===== config.mk =====
export PLATFORM = sky130hd
export DESIGN_NAME = fused_mult
export DESIGN_NICKNAME = d
export VERILOG_FILES = /design/src/rtl/fused_mult.sv
export SDC_FILE = /design/constraint.sdc
export NUM_CORES = 1
export LEC_CHECK = 0
export CAP_MARGIN = 15
export CORE_ASPECT_RATIO = 1.75
export CORE_MARGIN = 1
export CORE_UTILIZATION = 35
export DETAILED_ROUTE_END_ITERATION = 6
export HOLD_SLACK_MARGIN = 0.02
export SLEW_MARGIN = 20
export SYNTH_ARGS = -nofsm -noshare
export SYNTH_HDL_FRONTEND = slang
export SYNTH_SLANG_ARGS = --single-unit

===== constraint.sdc =====
create_clock -name clk -period 3.05 [get_ports clk]
set_clock_uncertainty 0.1 [all_clocks]
set_input_delay 0.61 -clock clk [delete_from_list [all_inputs] [get_ports clk]]
set_output_delay 0.61 -clock clk [all_outputs]
set_load 0.01 [all_outputs]

===== src/rtl/fused_mult.sv =====
module fused_mult #(
  parameter int N = 4
) (
  input  logic           clk,
  input  logic           rst,
  input  logic           start,
  input  logic           ld_mcand,
  input  logic           ld_mplier,
  input  logic [N-1:0]   opnd,
  output logic [2*N-1:0] prod,
  output logic           idle
);
  localparam int PW = (N > 1) ? $clog2(N) : 1;

  typedef enum logic {S_IDLE = 1'b0, S_RUN = 1'b1} st_t;

  st_t           st;
  logic [N-1:0]  acc, mcand, mplier;
  logic [PW-1:0] cnt;
  logic [N:0]    sum;
  logic          last;

  assign last = ~|cnt;
  assign sum  = {1'b0, acc} + {1'b0, (mplier[0] ? mcand : '0)};
  assign prod = {acc, mplier};
  assign idle = (st == S_IDLE);

  always_ff @(posedge clk or posedge rst) begin
    if (rst) begin
      st     <= S_IDLE;
      acc    <= '0;
      mcand  <= '0;
      mplier <= '0;
      cnt    <= '0;
    end else begin
      case (st)
        S_IDLE: begin
          if (ld_mcand)  mcand  <= opnd;
          if (ld_mplier) mplier <= opnd;
          if (start) begin
            acc <= '0;
            cnt <= PW'(N - 1);
            st  <= S_RUN;
          end
        end
        S_RUN: begin
          acc    <= sum[N:1];
          mplier <= {sum[0], mplier[N-1:1]};
          cnt    <= cnt - 1'b1;
          if (last) st <= S_IDLE;
        end
        default: st <= S_IDLE;
      endcase
    end
  end
endmodule



==> impl_metrics.py, run 1 <==
metrics = {
    "yosys": {
        "async_reset_ff_share_pct": 100,
        "syn-instance-count": 75,
        "yosysTopAreaCell": "dfrtp_1",
        "yosysTopAreaCellShare_pct": 45.9,
        "yosysSeqAreaShare_pct": 45.9,
        "synth_area_um2": 818,
        "syn-num-nets": 90,
        "synth-edff-count": 0,
        "synthFlopType": "dfrtp_1",
        "yosys_register_bits": 15,
        "synth_area_per_cell_um2": 10.9,
        "synth_cell_types": 27,
        "synth-warning-count": 0,
        "synth.area.top_cells": "dfrtp_1, ha_1, mux2i_1, mux2_2, inv_1",
    },
    "global_route": {
        "grt_max_degree": 22,
        "grt_overflow": 0,
        "grt_pass1_wl_mm": 2.66,
        "antenna_found_initial": 0,
        "first_global_vias": 598,
        "grt_usage_pct": 15.2,
    },
    "status": {
        "status": "finished, final reports clean",
    },
    "power_and_ir_drop": {
        "sw_frac_of_total_pct": 37.4,
        "sequentialPowerShare_pct": 39.9,
        "p_clk_share_pct": 12.1,
        "leakagePower_uw": 0.000465,
        "ir_drop_uv": 513,
        "p_comb_share_pct": 48.0,
        "finalPower_uw": 980,
        "p_int_uw": 613,
        "p_sw_uw": 367,
        "power.density_mw_per_mm2": 955,
    },
    "clocking": {
        "cts_repair_resize_count": 0,
        "cts_buffers": 3,
        "tritoncts": "built",
        "clk_latency_ns": 0.29,
        "htree_levels": 1,
        "hold_buffers": 0,
        "post_cts_buffers": 0,
        "ctsLongestPathBuffers": 2,
        "clock_sinks": 15,
        "cts_root_buf": "clkbuf_4",
        "path_clk_slew_ns": 0.10,
    },
    "routing": {
        "drc": 0,
        "postRouteAntennaNets": 0,
        "drtIter0Drc": 14,
        "vias": 594,
        "wire_per_inst_um": 13.5,
        "first_pass_iters": 4,
        "via_per_inst": 5.08,
        "wl_mm": 1.58,
    },
    "die": {
        "io_pins": 18,
        "design.core.area_mm2": 0.00215,
        "rows": 22,
        "die_y_um": 66.0,
        "start_util_pct": 38.1,
        "die_w_um": 38.6,
        "die_area_mm2": 0.00254,
    },
    "timing": {
        "finalSetupViolCount": 0,
        "tightest_slew_ns": 0.641,
        "setup_ws_ns": 0.667,
        "period_share_pct": 78.1,
        "relSlewSlack_pct": 57.2,
        "hold_viol_final": 0,
        "fmax_mhz": 420,
        "tns_ns": 0,
        "rsz0062_at_grt": "false",
        "fin_crit_ns": 2.38,
        "slew_viol_final": 0,
    },
    "finish": {
        "final_nets": 109,
        "areaGrowthSynthToFinish_pct": 25.4,
        "utilization_pct": 47.8,
        "drive_above_1_share_pct": 12.9,
        "nFillCells": 196,
        "n_antenna_cell": 0,
    },
    "setup_path": {
        "worstPathRequired_ns": 2.34,
        "cp_max_fo": 21,
        "cp-start-kind": "register",
        "crit_arrival_ns": 1.67,
        "rr_worst_depth": 7,
        "critPathKind": "register to primary output",
        "endpoint_kind": "primary output",
    },
    "place": {
        "finalWeightedCongestion": 0.724,
        "post-place-ws_ns": 0.993,
        "port-buffer-count": 17,
        "place_hpwl_mm": 1.23,
    },
    "job": {
        "cap_violations": 0,
    },
    "min_path": {
        "holdPathStages": 1,
        "hold_class": "register to register",
    },
}
layout make-up:
cell class	count	area (µm²)	area share, %
Sequential cell	15	375	36.6
Tap cell	24	30.0	2.93
Clock buffer	3	22.5	2.20
Multi-Input combinational cell	48	387	37.7
Timing Repair Buffer	17	170	16.6
Inverter	9	36.3	3.54
Clock inverter	1	5.00	0.488
registers in the layout (all words and copies together) (netlist names):
| register | cells |
|---|---|
| acc | 4 |
| cnt | 2 |
| mcand | 4 |
| mplier | 4 |
| st | 1 |
layout by cell type (no fill, tap or decap), types with 2 or more instances in the layout:
cell,netlist,final
a21oi_1,4,4
nor3_1,2,2
inv_1,8,8
clkbuf_4,0,3
ha_1,5,5
o21ai_0,5,5
mux2i_1,5,5
dfrtp_1,15,15
nand2_1,7,7
mux2_2,4,4
and2_1,3,3
clkdlybuf4s50_1,0,17
path summary, 6_finish.rpt:
| check | from | end | slack, ns |
|---|---|---|---|
| max reg2reg | mplier[0] | acc[3] | 1.26 |
| max in group asynchronous | rst | mcand[1] | 1.89 |
| min | cnt[0] | cnt[0] | 0.38 |
| max | st | idle | 0.67 |
| min in group asynchronous | rst | acc[1] | 0.58 |
| min reg2reg | cnt[0] | cnt[0] | 0.38 |
cells by family (layout without fill, tap and decap cells):
logic type	Yosys count	in the layout	synth area share [%]
buffers and inverters	12	30	6.88
adders and majority gates	6	6	10.1
DFF	15	15	45.9
xor gates and xnor gates	1	1	1.07
and+or+nand+nor	19	19	14.7
AOI/OAI and AO/OA	13	13	9.79
muxes	9	9	11.6
stage by stage:
stage,cell area (µm²),cells,hold slack [ns]
after floorplan,818,75,0.345
after global placement,998,113,0.355
after detailed placement,998,113,0.371
after CTS,1030,117,0.383
after global routing,1030,117,0.402
final,1030,117,0.382
critical path, stage by stage, from the launching register on:
cell and delay [ns]:
dfrtp_1 0.77, inv_4 0.11, clkdlybuf4s50_1 0.51
cells in the mapped netlist (2+ instances only):
cell and n:
a21oi_1 4, and2_1 3, dfrtp_1 15, ha_1 5
inv_1 8, mux2_2 4, mux2i_1 5, nand2_1 7
nor3_1 2, o21ai_0 5
power groups by stage:
stage | combinational (µW) | clock (µW) | sequential (µW)
floorplan | 317 | 0 | 381
global placement | 470 | 0 | 393
detailed placement | 476 | 0 | 397
CTS | 479 | 118 | 392
global route | 531 | 128 | 408
finish | 470 | 119 | 391
layer usage:
metal | vias up | part of all wire, % | track usage [%]
met5 | - | 0 | 0
met4 | 0 | 2.2 | 7.76
met3 | 5 | 2.9 | 3.70
met2 | 13 | 51 | 23.3
met1 | 285 | 44 | 19.0
li1 | 291 | - | -
No activity file was read; power rests on OpenSTA's default activity.
==> run 2: changes to the inputs <==
- clock period: 3.05 -> 2.1 ns (I/O delays scaled with it)
==> impl_metrics.py, run 2 (same netlist as run 1, synthesis figures left out) <==
metrics = {
    "finish": {
        "utilization_pct": 48.1,
        "multi_input_area_um2": 387,
        "n_antenna_cell": 0,
        "final_cell_mix": "clkdlybuf4s50_1, dfrtp_1, inv_1, nand2_1",
        "areaGrowthSynthToFinish_pct": 26.1,
        "nFillCells": 214,
        "reg_top3": "acc x4, mcand x4, mplier x4",
        "final_nets": 110,
        "regArea_um2": 375,
        "final_common_cell": "clkdlybuf4s50_1",
        "drive_above_1_share_pct": 12.8,
    },
    "clocking": {
        "tritoncts": "built",
        "cts_root_buf": "clkbuf_4",
        "ctsLongestPathBuffers": 2,
        "path_clk_slew_ns": 0.09,
        "clock_sinks": 15,
        "cts_repair_resize_count": 0,
        "cts_buffers": 3,
        "post_cts_buffers": 0,
        "hold_buffers": 0,
        "clk_latency_ns": 0.28,
        "htree_levels": 1,
    },
    "setup_path": {
        "endpoint_kind": "primary output",
        "cp-start-kind": "register",
        "rr_worst_depth": 7,
        "worstPathRequired_ns": 1.58,
        "reg2reg_to": "acc[3]",
        "timing.rr.start": "mplier[0]",
        "crit_arrival_ns": 1.33,
        "critPathKind": "register to primary output",
        "rrSetupSlack_ns": 0.40,
        "cp_max_fo": 6,
    },
    "global_route": {
        "antenna_found_initial": 0,
        "first_global_vias": 607,
        "grt_pass1_wl_mm": 2.79,
        "grt_usage_pct": 16.0,
        "grt_max_degree": 21,
        "grt_overflow": 0,
    },
    "power_and_ir_drop": {
        "power.density_mw_per_mm2": 1390,
        "leakagePower_uw": 0.000467,
        "finalPower_uw": 1430,
        "ir_drop_uv": 643,
    },
    "timing": {
        "fmax_mhz": 540,
        "tns_ns": 0,
        "finalSetupViolCount": 0,
        "rsz0062_at_grt": "false",
        "tightest_slew_ns": 0.607,
        "period_share_pct": 88.2,
        "hold_viol_final": 0,
        "slew_viol_final": 0,
        "relSlewSlack_pct": 59.5,
        "fin_crit_ns": 1.85,
    },
    "die": {
        "die_y_um": 66.0,
        "die_w_um": 38.6,
        "start_util_pct": 38.1,
        "design.core.area_mm2": 0.00215,
        "die_area_mm2": 0.00254,
        "io_pins": 18,
        "rows": 22,
    },
    "routing": {
        "postRouteAntennaNets": 0,
        "wl_met2_um": 830,
        "wl_mm": 1.63,
        "vias": 579,
        "wl_met3_um": 37,
        "drc": 0,
        "first_pass_iters": 4,
        "top_layer_used": "met4",
        "via_per_inst": 4.91,
        "wire_per_inst_um": 13.8,
        "drtIter0Drc": 11,
        "drt-met1-wl_um": 735,
    },
    "status": {
        "status": "finished, final reports clean",
    },
    "min_path": {
        "hold_start": "cnt[0]",
        "holdPathStages": 1,
        "hold_class": "register to register",
        "hold_end": "cnt[0]",
    },
    "place": {
        "finalWeightedCongestion": 0.767,
        "port-buffer-count": 17,
        "place_hpwl_mm": 1.22,
    },
    "job": {
        "cap_violations": 0,
    },
}
==> run 2: area by class of cell <==
cell class | count | share of cell area (%)
clock buffers | 4 | 2.55
flip-flops and latches | 15 | 36.4
multi-input cells | 48 | 37.5
repair buffers | 18 | 17.2
inverters | 9 | 3.52
well taps | 24 | 2.91
==> run 2: where the power goes <==
group / total (µW) / switching [µW] / internal (µW) / leakage, µW
combinational: 733 / 333 / 400 / 0.000272
sequential: 537 / 104 / 433 / 0.000180
clock: 162 / 88.7 / 73.6 / 0.0000150
total: 1430 / 526 / 906 / 0.000467
==> run 2: how the worst max path moves through the flow <==
| stage | start | endpoint | slack, ns | cells past startpoint |
|---|---|---|---|---|
| after floorplan | mplier[0] | acc[3] | 0.43 | 7 |
| after global placement | start | acc[2] | 0.42 | 4 |
| after detailed placement | mplier[0] | acc[3] | 0.39 | 7 |
| after CTS | st | idle | 0.23 | 2 |
| after global routing | st | idle | 0.19 | 2 |
| final | st | idle | 0.25 | 2 |
==> run 2: worst max-delay path: stages, from the launching register on <==
cell and delay, ns:
dfrtp_1 0.42, inv_4 0.10, clkdlybuf4s50_1 0.54
==> run 2: stage by stage <==
stage                     area, µm²  hold slack [ns]  std cells  setup slack [ns]
after global placement         1010            0.363        114             0.418
after CTS                      1030            0.383        118             0.229
after global routing           1030            0.415        118             0.192
after detailed placement       1010            0.370        114             0.394
after floorplan                 818            0.221         75             0.432
final                          1030            0.377        118             0.247
==> run 2: metal layers <==
layer / track usage [%] / vias to the layer above
li1: - / 297
met1: 21.5 / 273
met2: 23.3 / 7
met3: 3.03 / 2
met4: 9.05 / 0
met5: 0 / -
==> run 3: changes to the inputs <==
- CAP_MARGIN: 15 -> 0
- CTS_BUF_LIST: not set -> sky130_fd_sc_hd__clkbuf_8
==> impl_metrics.py, run 3 (same netlist as run 1, synthesis figures left out) <==
metrics = {
    "status": {
        "status": "finished, final reports clean",
    },
    "finish": {
        "reg_top3": "acc x4, mcand x4, mplier x4",
        "final_common_cell": "clkdlybuf4s50_1",
        "areaGrowthSynthToFinish_pct": 28.4,
        "nFillCells": 213,
        "drive_above_1_share_pct": 12.8,
        "n_antenna_cell": 0,
        "final_cell_mix": "clkdlybuf4s50_1, dfrtp_1, inv_1, nand2_1",
        "final_nets": 110,
    },
    "clocking": {
        "tritoncts": "built",
        "cts_root_buf": "clkbuf_8",
        "cts_repair_resize_count": 0,
        "clk_latency_ns": 0.25,
        "hold_buffers": 0,
        "path_clk_slew_ns": 0.06,
        "htree_levels": 1,
        "clock_sinks": 15,
        "post_cts_buffers": 0,
        "ctsLongestPathBuffers": 2,
        "cts_buffers": 3,
    },
    "setup_path": {
        "path_buf_inv": 2,
        "critPathKind": "register to primary output",
        "crit_arrival_ns": 1.29,
        "endpoint_kind": "primary output",
        "slowest_delay_ns": 0.54,
        "cp-start-kind": "register",
        "cp_max_fo": 6,
        "cp_cell_sequence": "inv_4, clkdlybuf4s50_1",
        "critPathSlowestCell": "clkdlybuf4s50_1",
        "crit_family": "buffers and inverters",
        "worstPathRequired_ns": 1.58,
    },
    "timing": {
        "slew_viol_final": 0,
        "finalSetupViolCount": 0,
        "fin_crit_ns": 1.81,
        "relSlewSlack_pct": 59.3,
        "tightest_slew_ns": 0.609,
        "hold_ws_ns": 0.376,
        "rsz0062_at_grt": "false",
        "period_share_pct": 86.3,
        "fmax_mhz": 552,
        "hold_viol_final": 0,
        "tns_ns": 0,
    },
    "global_route": {
        "first_global_vias": 601,
        "antenna_found_initial": 0,
        "grt_usage_pct": 15.6,
        "grt_max_degree": 21,
        "grt_pass1_wl_mm": 2.78,
        "grt_overflow": 0,
    },
    "die": {
        "die_w_um": 38.6,
        "rows": 22,
        "io_pins": 18,
        "die_y_um": 66.0,
        "start_util_pct": 38.1,
        "die_area_mm2": 0.00254,
        "design.core.area_mm2": 0.00215,
    },
    "routing": {
        "via_per_inst": 4.99,
        "drc": 0,
        "postRouteAntennaNets": 0,
        "wl_mm": 1.62,
        "first_pass_iters": 3,
        "drtIter0Drc": 12,
        "vias": 589,
        "wire_per_inst_um": 13.7,
    },
    "power_and_ir_drop": {
        "power.density_mw_per_mm2": 1430,
        "ir_drop_uv": 735,
        "leakagePower_uw": 0.000479,
    },
    "place": {
        "finalWeightedCongestion": 0.767,
        "port-buffer-count": 17,
        "place_hpwl_mm": 1.22,
    },
    "job": {
        "cap_violations": 0,
    },
    "min_path": {
        "hold_class": "register to register",
    },
}
run 3: changes by cell type in the layout (fill, tap and decap cells not counted):
cell      before  now
clkbuf_4       3    0
inv_1          8    9
clkbuf_8       0    3
clkbuf_1       1    0
run 3: per-stage QoR:
step | util (%) | power, µW | area, µm² | worst slack (ns) | std cells
floorplan | - | 1010 | 818 | 0.432 | 75
global placement | 46.9 | 1280 | 1010 | 0.418 | 114
detailed placement | 46.9 | 1280 | 1010 | 0.394 | 114
CTS | 49.0 | 1530 | 1050 | 0.279 | 118
global route | 49.0 | 1630 | 1050 | 0.258 | 118
finish | 49.0 | 1500 | 1050 | 0.288 | 118
run 3: routing by layer:
| metal | up-vias | track usage [%] | part of all wire, % |
|---|---|---|---|
| met1 | 277 | 20.8 | 45 |
| met2 | 10 | 24.0 | 50 |
| met5 | - | 0 | 0 |
| li1 | 297 | - | - |
| met3 | 5 | 3.03 | 3.1 |
| met4 | 0 | 6.47 | 1.9 |
run 3: final timing paths:
path                            startpoint         to  slack (ns)  cells after the start
worst min register to register      cnt[0]     cnt[0]        0.38                      1
min in group asynchronous              rst     acc[2]        0.44                      2
max in group asynchronous              rst  mplier[1]        1.06                      2
worst max-delay path                    st       idle        0.29                      2
worst max register to register   mplier[0]     acc[3]        0.41                      7
worst min-delay path                cnt[0]     cnt[0]        0.38                      1
run 3: cell type report:
class | count | area [µm²] | share of cell area [%]
inverter | 9 | 36.3 | 3.45
tap | 24 | 30.0 | 2.86
clock inverter | 1 | 3.75 | 0.357
sequential | 15 | 375 | 35.7
multi-input combinational | 48 | 387 | 36.8
clock buffer | 3 | 41.3 | 3.93
timing repair buffer | 18 | 178 | 16.9
run 3: where the power goes:
group / total (µW) / internal, µW / switching [µW]
sequential: 538 / 434 / 104
combinational: 732 / 400 / 332
clock: 231 / 129 / 101
total: 1500 / 963 / 538
run 3: worst register-to-register path: stages (launching register included):
cell and delay (ns):
dfrtp_1 0.40, and2_1 0.14, ha_1 0.15, inv_1 0.06
fa_1 0.42, nor2b_1 0.11, o21ai_0 0.07, a31oi_1 0.16
